`src/rtl/mbd_pkg.sv`:
```
package mbd_pkg;
  localparam int unsigned BURST_BEATS = 4;
  localparam int unsigned BEAT_CNT_W  = $clog2(BURST_BEATS + 1);
  localparam int unsigned WORD_SHIFT  = 2;
  typedef logic [BEAT_CNT_W-1:0] beat_cnt_t;
endpackage

```
`src/rtl/mbd_edge_det.sv`:
```
module mbd_edge_det #(
  parameter int unsigned N = 3
) (
  input  logic         clk,
  input  logic         rst,
  input  logic [N-1:0] lvl_n,
  output logic [N-1:0] fall,
  output logic [N-1:0] rise
);
  logic [N-1:0] prev_q;

  for (genvar g = 0; g < N; g++) begin : g_bit
    always_ff @(posedge clk) begin
      if (rst) prev_q[g] <= 1'b1;
      else     prev_q[g] <= lvl_n[g];
    end
    assign fall[g] = prev_q[g] & ~lvl_n[g];
    assign rise[g] = ~prev_q[g] & lvl_n[g];
  end
endmodule

```
`src/rtl/mbd_addr_seq.sv`:
```
module mbd_addr_seq
  import mbd_pkg::*;
#(
  parameter int unsigned ADDR_W = 22
) (
  input  logic              clk,
  input  logic              rst,
  input  logic              cs_n,
  input  logic              cs_fall,
  input  logic              beat_end,
  input  logic [ADDR_W-1:0] cap_bus,
  output logic              strobe,
  output logic              active,
  output logic              beats_nz,
  output logic              accept,
  output logic [ADDR_W-1:0] beat_addr
);
  localparam int unsigned FLAG_BIT = ADDR_W - 1;
  localparam int unsigned STEP_W   = ADDR_W - 1 - WORD_SHIFT;

  beat_cnt_t   left_q;
  logic        adv_q;
  logic [STEP_W-1:0] step_field;

  assign beats_nz   = (left_q != '0);
  assign accept     = active & beats_nz & ~cs_n & beat_end;
  assign step_field = beat_addr[ADDR_W-2:WORD_SHIFT] + 1'b1;

  always_ff @(posedge clk) begin
    if (rst) begin
      strobe    <= 1'b0;
      active    <= 1'b0;
      left_q    <= '0;
      adv_q     <= 1'b0;
      beat_addr <= '0;
    end else begin
      strobe <= cs_fall;
      adv_q  <= accept;
      if (cs_n) begin
        active <= 1'b0;
        left_q <= '0;
      end else if (cs_fall) begin
        active    <= 1'b1;
        left_q    <= cap_bus[FLAG_BIT] ? beat_cnt_t'(BURST_BEATS) : beat_cnt_t'(1);
        beat_addr <= {1'b0, cap_bus[ADDR_W-2:0]};
      end else begin
        if (accept) left_q <= left_q - beat_cnt_t'(1);
        if (adv_q)  beat_addr <= {1'b0, step_field, beat_addr[WORD_SHIFT-1:0]};
      end
    end
  end

  assert_strobe_one_cycle_R2: assert property (@(posedge clk) disable iff (rst)
    strobe |=> !strobe);
  assert_beats_bounded_R5: assert property (@(posedge clk) disable iff (rst)
    left_q <= beat_cnt_t'(BURST_BEATS));
  assert_low_bits_kept_R10: assert property (@(posedge clk) disable iff (rst)
    adv_q && !cs_fall |=> beat_addr[WORD_SHIFT-1:0] == $past(beat_addr[WORD_SHIFT-1:0]));
  assert_no_beat_when_idle_R9: assert property (@(posedge clk) disable iff (rst)
    cs_n |=> !beats_nz);
endmodule

```
`src/rtl/mbd_wr_path.sv`:
```
module mbd_wr_path #(
  parameter int unsigned DATA_W = 32
) (
  input  logic              clk,
  input  logic              rst,
  input  logic              accept,
  input  logic              we_rise,
  input  logic [DATA_W-1:0] bus_in,
  output logic              loc_we,
  output logic [DATA_W-1:0] loc_wdata
);
  logic [DATA_W-1:0] bus_prev_q;

  always_ff @(posedge clk) begin
    if (rst) begin
      bus_prev_q <= '0;
      loc_we     <= 1'b0;
      loc_wdata  <= '0;
    end else begin
      bus_prev_q <= bus_in;
      loc_we     <= accept & we_rise;
      if (accept & we_rise) loc_wdata <= bus_prev_q;
    end
  end

  assert_we_pulse_R6: assert property (@(posedge clk) disable iff (rst)
    loc_we |=> !loc_we);
endmodule

```
`src/rtl/mbd_rd_path.sv`:
```
module mbd_rd_path #(
  parameter int unsigned DATA_W = 32
) (
  input  logic              clk,
  input  logic              rst,
  input  logic              active,
  input  logic              beats_nz,
  input  logic              cs_n,
  input  logic              oe_n,
  input  logic [DATA_W-1:0] loc_rdata,
  output logic              bus_drive,
  output logic [DATA_W-1:0] bus_out
);
  logic drive_d;
  assign drive_d = active & beats_nz & ~oe_n & ~cs_n;

  always_ff @(posedge clk) begin
    if (rst) begin
      bus_drive <= 1'b0;
      bus_out   <= '0;
    end else begin
      bus_drive <= drive_d;
      bus_out   <= drive_d ? loc_rdata : '0;
    end
  end

  assert_drive_needs_read_R7: assert property (@(posedge clk) disable iff (rst)
    bus_drive |-> $past(!oe_n) && $past(!cs_n));
endmodule

```
`src/rtl/mbd_demux.sv`:
```
module mbd_demux #(
  parameter int unsigned DATA_W = 32,
  parameter int unsigned ADDR_W = 22
) (
  input  logic              clk,
  input  logic              rst,
  input  logic              cs_n,
  input  logic              oe_n,
  input  logic              we_n,
  input  logic [DATA_W-1:0] bus_in,
  output logic [DATA_W-1:0] bus_out,
  output logic              bus_drive,
  output logic              addr_strobe,
  output logic [ADDR_W-1:0] loc_addr,
  output logic [DATA_W-1:0] loc_wdata,
  output logic              loc_we,
  input  logic [DATA_W-1:0] loc_rdata
);
  localparam int unsigned IDX_CS = 0;
  localparam int unsigned IDX_OE = 1;
  localparam int unsigned IDX_WE = 2;

  logic [2:0] fall, rise;
  logic       active, beats_nz, accept;

  mbd_edge_det #(.N(3)) u_edge (
    .clk  (clk),
    .rst  (rst),
    .lvl_n({we_n, oe_n, cs_n}),
    .fall (fall),
    .rise (rise)
  );

  mbd_addr_seq #(.ADDR_W(ADDR_W)) u_seq (
    .clk      (clk),
    .rst      (rst),
    .cs_n     (cs_n),
    .cs_fall  (fall[IDX_CS]),
    .beat_end (rise[IDX_OE] | rise[IDX_WE]),
    .cap_bus  (bus_in[ADDR_W-1:0]),
    .strobe   (addr_strobe),
    .active   (active),
    .beats_nz (beats_nz),
    .accept   (accept),
    .beat_addr(loc_addr)
  );

  mbd_wr_path #(.DATA_W(DATA_W)) u_wr (
    .clk      (clk),
    .rst      (rst),
    .accept   (accept),
    .we_rise  (rise[IDX_WE]),
    .bus_in   (bus_in),
    .loc_we   (loc_we),
    .loc_wdata(loc_wdata)
  );

  mbd_rd_path #(.DATA_W(DATA_W)) u_rd (
    .clk      (clk),
    .rst      (rst),
    .active   (active),
    .beats_nz (beats_nz),
    .cs_n     (cs_n),
    .oe_n     (oe_n),
    .loc_rdata(loc_rdata),
    .bus_drive(bus_drive),
    .bus_out  (bus_out)
  );

  assert_addr_captured_R3: assert property (@(posedge clk) disable iff (rst)
    addr_strobe |-> loc_addr == {1'b0, $past(bus_in[ADDR_W-2:0])});
  assert_no_drive_in_addr_R7: assert property (@(posedge clk) disable iff (rst)
    addr_strobe |-> !bus_drive);
  assert_idle_quiet_R1: assert property (@(posedge clk)
    $past(rst) |-> !addr_strobe && !loc_we && !bus_drive);
endmodule

```
`config.mk`:
```
export PLATFORM = sky130hd
export DESIGN_NAME = mbd_demux
export DESIGN_NICKNAME = d
export VERILOG_FILES = /design/src/rtl/mbd_pkg.sv /design/src/rtl/mbd_edge_det.sv /design/src/rtl/mbd_addr_seq.sv /design/src/rtl/mbd_wr_path.sv /design/src/rtl/mbd_rd_path.sv /design/src/rtl/mbd_demux.sv
export SDC_FILE = /design/constraint.sdc
export NUM_CORES = 1
export LEC_CHECK = 0
export CORE_UTILIZATION = 40
export DETAILED_ROUTE_END_ITERATION = 7
export GPL_TIMING_DRIVEN = 0
export PLACE_DENSITY_LB_ADDON = 0.25
export SLEW_MARGIN = 25
export SYNTH_ARGS = -nofsm -noshare
export SYNTH_HDL_FRONTEND = slang
export SYNTH_SLANG_ARGS = --single-unit
```
`constraint.sdc`:
```
create_clock -name clk -period 1.63 [get_ports clk]
set_clock_uncertainty 0.05 [all_clocks]
set_input_delay 0.326 -clock clk [delete_from_list [all_inputs] [get_ports clk]]
set_output_delay 0.326 -clock clk [all_outputs]
set_load 0.02 [all_outputs]
```
==> qor.csv, run 1 <==
metric;value;unit
Worst-Margin Slew;597;ps
Root Buffer;clkbuf_8;
Placement Rows;37;
setup violators final;30;
Seq pwr share;43.5;%
global-route usage over all layers;22.4;%
Reg clk slew, reported paths;60;ps
die height;107;um
synthesized area;4390;um^2
CTS Buffer Depth;2;
area share of the largest cell type after synthesis;58.4;%
CP startpoint kind;flop;
NumNets Final;732;
Fin Setup TNS;-1340;ps
sequential area share after synthesis;58.4;%
Peak VDD IR;0.000567;V
final slew viol count;0;
Boundary Pins;158;
reg2reg setup slack;-100;ps
FFs w/ async S/R, synth;0;%
failing checks;negative setup slack;
Mapped Cells;467;
sw frac;23.1;%
Vias/cell;5.04;
Antenna diodes;0;
hold_buf cts;0;
WL per Instance;16.2;um
antenna viol nets, final;0;
Comb power frac;7.6;%
total wire length;13000;um
Placer Congestion;0.848;
total power;7.60;mW
Worst-Skew Late Latency;510;ps
largest net degree at the start of global routing;17;
synth top area cells;dfxtp_1, nand2_1, a21oi_1;
gr ovfl total;0;
share of cells above drive strength 1;29.7;%
P_leak;3.00;nW
vias post-DR;4071;
Core Util, Final;70.5;%
Req. time, crit path;2010;ps
initial antenna violation count;0;
Critical Path Sink Type;flop;
Fmax;579;MHz
Yosys top cell by area;dfxtp_1;
# clock sinks;128;
Yosys cell types;41;
Clock Power Share;48.9;%
First DRT Iteration DRCs;312;
first-pass GRT wire length;19500;um
number of detailed-route iterations in the first pass;8;
CTS HTree Levels;4;
Worst Slack Setup Final;-96.8;ps
internal power;5.85;mW
Final Hold Violating Endpoints;0;
Net Sw Power;1.76;mW
Detail Placement HPWL;8230;um
Post-synth EDFFs;0;
Max-Cap Viols;0;
RSZ-0062 raised after global routing;true;
CTS tree;done;
critical setup path kind;reg -> reg;
Pwr Density;1030;nW/um^2
flops & latches, synth;128;
# DRC;0;
vias in the first global route;3938;
Period minus WS final;1730;ps
syn_nets;539;
Synth Flop Type;dfxtp_1;
Area Growth Syn to Fin;68.1;%
Mean Syn Cell Area;9.40;um^2
CTS buffer count;17;
worst hold path class;in -> reg;
initial core utilization;42.0;%
relative slew slack;60.2;%
core footprint;10500;um^2
IO buf count;156;
Worst Path Arrival;2100;ps
yosys warns;0;
outcome;complete, but fails checks;
Critical Path Fanout Max;5;
Die W;107;um
die area;11400;um^2
final worst path period share;106;%
[worst max-delay path, stage by stage (launching register included)]
cell	delay [ps]
dfxtp_2	400
nand4_1	280
or3_4	450
or3_1	370
o211ai_1	90
[cells in the final DEF (no fill, tap or decap), types with 3 or more instances in the layout]
cell type	Yosys	routed
a22oi_1	3	3
or3_1	6	3
nand2_4	0	24
clkdlybuf4s15_2	0	8
nand3_1	8	7
clkinv_4	0	4
clkinv_2	0	3
dfxtp_1	128	108
buf_2	2	5
or3_4	1	4
clkbuf_1	21	5
a21oi_1	47	20
dfxtp_4	0	9
clkbuf_16	0	24
dlygate4sd2_1	0	46
inv_1	9	7
dfxtp_2	0	11
nand2_1	77	46
clkdlybuf4s15_1	0	12
nor3_1	5	3
clkdlybuf4s50_1	0	68
nor2b_1	34	32
nand2b_1	5	4
nand2_2	0	7
o21ai_0	10	10
nand4_1	7	7
nor2_1	16	16
xnor2_1	10	10
and2_1	34	34
buf_8	0	3
clkbuf_2	0	27
a21oi_2	0	27
or4_1	3	3
nor4_1	8	7
bufinv_16	0	3
buf_6	1	4
o211ai_1	4	4
buf_4	1	13
[power by group through the flow]
| stage | clock network, mW | registers [mW] | logic, mW |
|---|---|---|---|
| finish | 3.72 | 3.31 | 0.577 |
| CTS | 3.76 | 3.30 | 0.560 |
| global route | 3.92 | 3.32 | 0.617 |
| floorplan | 0 | 3.40 | 0.183 |
| detailed placement | 0 | 3.37 | 0.551 |
| global placement | 0 | 3.37 | 0.541 |
[kinds of logic (layout without fill, tap and decap cells)]
kind of cell	count (synthesis)	in the layout	synth area share, %
compound gates	76	76	9.95
xor+xnor	11	11	2.19
fa+ha+maj	3	3	0.855
buf+inv	36	240	3.39
flops	128	128	58.4
mux	2	2	0.456
other cells	1	1	0.0854
simple gates	210	210	24.7
[sequential cells by signal, indices dropped and copies added, names as in the netlist, 3 cells and up]
register and cells:
u_wr.loc_wdata 32, u_wr.bus_prev_q 32, u_rd.bus_out 32, u_seq.beat_addr 21, u_seq.left_q 3, u_edge.prev_q 3
[per-stage QoR]
step	instance area (um^2)	setup slack, ps	hold WS, ps	std cells
4_1_cts	7150	-87.1	293	800
5_1_grt	7380	-145	302	807
6_report	7380	-96.8	319	807
2_1_floorplan	4450	-51.5	367	467
3_3_place_gp	6180	-816	372	759
3_5_place_dp	6180	-830	375	759
[synthesized netlist by cell type (2+ instances only)]
cell type	number
xnor2_1	10
nor2_1	16
a211oi_1	2
nor4_1	8
nand2_1	77
a2111oi_0	2
inv_1	9
a32oi_1	2
o211ai_1	4
mux2i_1	2
or2_2	2
a22oi_1	3
a21oi_1	47
nand3_1	8
or4_1	3
buf_2	2
or3_1	6
and2_1	34
nor3_1	5
nand4_1	7
nor2b_1	34
buf_1	2
nand3b_1	2
clkbuf_1	21
nand2b_1	5
dfxtp_1	128
ha_1	3
o21ai_0	10
[cell type report]
class                           instances  area [um^2]
Fill cell                             765         3080
Sequential cell                       128         2610
Multi-Input combinational cell        303         2100
Timing Repair Buffer                  175         1640
Clock buffer                           17          414
Buffer                                 26          248
Tap cell                              136          170
Clock inverter                         13          165
Inverter                                9         33.8
[metal layers]
| metal | vias to the layer above | GRT usage [%] | share of wire, % | wire length, um |
|---|---|---|---|---|
| met4 | 0 | 9.30 | 2.1 | 278 |
| met5 | - | 0 | 0 | 0 |
| met1 | 1923 | 24.6 | 37 | 4820 |
| met3 | 29 | 6.99 | 7.7 | 1010 |
| li1 | 1947 | - | - | - |
| met2 | 172 | 39.9 | 53 | 6930 |
[timing repair]
item,in CTS,in global routing
setup endpoints to repair,176,96
pin swaps,52,16
resized for setup,210,119
buffers inserted,8,6
gates cloned,4,2
[path summary, 6_finish.rpt]
| path | start | to | cells after the start |
|---|---|---|---|
| min | loc_rdata[11] | u_rd.bus_out[11]$_SDFF_PP0_ | 2 |
| max reg2reg | u_seq.beat_addr[5]$_SDFFE_PP0P_ | u_seq.beat_addr[17]$_SDFFE_PP0P_ | 4 |
| max | u_seq.beat_addr[5]$_SDFFE_PP0P_ | u_seq.beat_addr[17]$_SDFFE_PP0P_ | 4 |
| min reg2reg | u_wr.bus_prev_q[27]$_SDFF_PP0_ | u_wr.loc_wdata[27]$_SDFFE_PP0P_ | 2 |
(Power assumes the default switching activity.)
==> inputs of run 2 (changes only) <==
--- a/config.mk
+++ b/config.mk
@@ -5,10 +5,12 @@
 export SDC_FILE = /design/constraint.sdc
 export NUM_CORES = 1
 export LEC_CHECK = 0
+export CORE_MARGIN = 2
 export CORE_UTILIZATION = 40
 export DETAILED_ROUTE_END_ITERATION = 7
 export GPL_TIMING_DRIVEN = 0
-export PLACE_DENSITY_LB_ADDON = 0.25
+export MAX_ROUTING_LAYER = met4
+export PLACE_DENSITY = 0.81
 export SLEW_MARGIN = 25
 export SYNTH_ARGS = -nofsm -noshare
 export SYNTH_HDL_FRONTEND = slang
==> qor.csv, run 2 (same netlist as run 1, synthesis figures left out) <==
metric;value;unit;change
outcome;complete, but fails checks;;unchanged
failing checks;negative setup slack;;unchanged
R2R Path Start;u_seq.left_q[1]$_SDFFE_PP0P_;;was u_seq.beat_addr[5]$_SDFFE_PP0P_
Placement Rows;38;;was 37
Die W;109;um;was 107 um
crit-path cells;inv_2 > ha_4 > nor2b_4 > or3_4 > clkbuf_16 > clkbuf_16 > nand2_2 > a21oi_2;;was nand4_1 > or3_4 > or3_1 > o211ai_1
CTS HTree Levels;4;;unchanged
total wire length;13500;um;was 13000 um
Critical Path Sink Type;flop;;unchanged
Peak VDD IR;0.000762;V;was 0.000567 V
setup violators final;26;;was 30
Boundary Pins;158;;unchanged
number of detailed-route iterations in the first pass;6;;was 8
CTS tree;done;;unchanged
fill cell total of the finished layout;783;;was 765
Worst Path Arrival;2040;ps;was 2100 ps
Core Util, Final;68.2;%;was 70.5%
final worst path period share;103;%;was 106%
WL per Instance;16.6;um;was 16.2 um
Period minus WS final;1690;ps;was 1730 ps
largest registers;u_rd.bus_out (32), u_wr.bus_prev_q (32), u_wr.loc_wdata (32);;unchanged
core footprint;10800;um^2;was 10500 um^2
Vias/cell;5.00;;was 5.04
commonest non-fill, non-tap cell in the layout;dfxtp_1;;unchanged
Max-Cap Viols;0;;unchanged
Reg clk slew, reported paths;60;ps;about the same
Req. time, crit path;1980;ps;was 2010 ps
final slew viol count;0;;unchanged
Area Growth Syn to Fin;67.8;%;was 68.1%
largest net degree at the start of global routing;17;;unchanged
WHS;302;ps;was 319 ps
register area;2610;um^2;about the same
slowest stage delay, CP;370;ps;was 450 ps
# clock sinks;128;;unchanged
share of cells above drive strength 1;28.4;%;was 29.7%
Worst Slack Setup Final;-57.0;ps;was -96.8 ps
min-delay src;bus_in[26];;was loc_rdata[11]
first-pass GRT wire length;20100;um;was 19500 um
Critical Path Fanout Max;5;;unchanged
# DRC;0;;unchanged
crit path launch;u_seq.left_q[1]$_SDFFE_PP0P_;;was u_seq.beat_addr[5]$_SDFFE_PP0P_
Worst-Margin Slew;639;ps;was 597 ps
die height;109;um;was 107 um
end of the worst hold path;u_wr.bus_prev_q[26]$_SDFF_PP0_;;was u_rd.bus_out[11]$_SDFF_PP0_
Final Cell Area;7370;um^2;was 7380 um^2
CP startpoint kind;flop;;unchanged
vias post-DR;4079;;was 4071
initial core utilization;40.7;%;was 42.0%
Detail Placement HPWL;8920;um;was 8230 um
depth of the most critical reg-to-reg path;8;;was 4
critical setup path kind;reg -> reg;;unchanged
global-route usage over all layers;23.2;%;was 22.4%
relative slew slack;57.4;%;was 60.2%
Slowest-stage cell, CP;or3_4;;unchanged
gr ovfl total;0;;unchanged
worst hold path class;in -> reg;;unchanged
CTS Buffer Depth;2;;unchanged
Antenna diodes;0;;unchanged
vias in the first global route;4064;;was 3938
Pwr Density;1090;nW/um^2;was 1030 nW/um^2
First DRT Iteration DRCs;311;;was 312
Placer Congestion;0.905;;was 0.848
Worst-Skew Late Latency;520;ps;was 510 ps
P_leak;3.01;nW;was 3.00 nW
total power;8.02;mW;was 7.60 mW
Root Buffer;clkbuf_8;;unchanged
CP most frequent cell;clkbuf_16;;
reg2reg setup slack;-60;ps;was -100 ps
Multi-input gate area;2070;um^2;was 2100 um^2
depth of the worst hold-timing path;2;;unchanged
reg-to-reg endpoint;u_wr.loc_wdata[4]$_SDFFE_PP0P_;;was u_seq.beat_addr[17]$_SDFFE_PP0P_
Final Hold Violating Endpoints;0;;unchanged
Placed Area;6180;um^2;about the same
initial antenna violation count;0;;unchanged
die area;11800;um^2;was 11400 um^2
Fmax;593;MHz;was 579 MHz
most frequent cells in the layout;dfxtp_1, clkdlybuf4s50_1, dlygate4sd2_1;;was dfxtp_1, clkdlybuf4s50_1, nand2_1, dlygate4sd2_1, and2_1
RSZ-0062 raised after global routing;true;;unchanged
IO buf count;156;;unchanged
NumNets Final;734;;was 732
antenna viol nets, final;0;;unchanged
CTS buffer count;17;;unchanged
run 2: where the power goes:
| part | switching [mW] | total (mW) | internal (mW) |
|---|---|---|---|
| registers | 0.0792 | 3.30 | 3.22 |
| clock network | 1.43 | 4.12 | 2.69 |
| logic | 0.287 | 0.596 | 0.309 |
run 2: metrics by stage:
stage               setup TNS, ps  setup WS (ps)  instances
floorplan                    -111          -51.5        467
global placement           -65250           -854        763
detailed placement         -74240           -956        763
CTS                         -2070           -105        810
global route                -2040           -101        815
finish                       -818          -57.0        815
run 2: cell type report:
type | count | share of cell area, %
clock buffers | 20 | 5.91
multi-input cells | 303 | 28.1
flip-flops and latches | 128 | 35.4
well taps | 140 | 2.38
plain buffers | 25 | 2.89
repair buffers | 178 | 22.0
inverters | 9 | 0.459
clock inverters | 12 | 2.84
run 2: metal layers:
layer	up-vias	global-route usage, %	wire length (um)	share of wire, %
met2	183	39.3	6850	51
met5	-	-	0	0
met1	1906	26.0	5370	40
met3	42	4.48	827	6.1
met4	0	12.2	477	3.5
li1	1948	-	-	-
run 2: critical path, delay by kind of cell, from the launching register on:
family                   cells  cell delay, ps
adder cells (fa/ha/maj)      1             140
AND/OR/NAND/NOR              3             590
buffers and inverters        3             390
flip-flops                   1             340
AO/OA/AOI/OAI                1              50
run 2: worst max-delay path by stage:
stage / to / slack (ps) / cells after the start
floorplan: u_seq.beat_addr[17]$_SDFFE_PP0P_ / -50 / 4
global placement: u_seq.beat_addr[13]$_SDFFE_PP0P_ / -850 / 5
detailed placement: u_seq.beat_addr[13]$_SDFFE_PP0P_ / -960 / 5
CTS: u_wr.loc_wdata[12]$_SDFFE_PP0P_ / -100 / 8
global route: u_seq.left_q[2]$_SDFFE_PP0P_ / -100 / 7
finish: u_wr.loc_wdata[4]$_SDFFE_PP0P_ / -60 / 8
run 2: repair_timing:
item                       in CTS  in global routing
setup endpoints to repair     179                 76
hold endpoints to repair        0                  0
resized for setup             198                 99
hold buffers                    0                  0
cloned                          4                  0
setup buffers                  12                  6
pin swaps                      41                 31
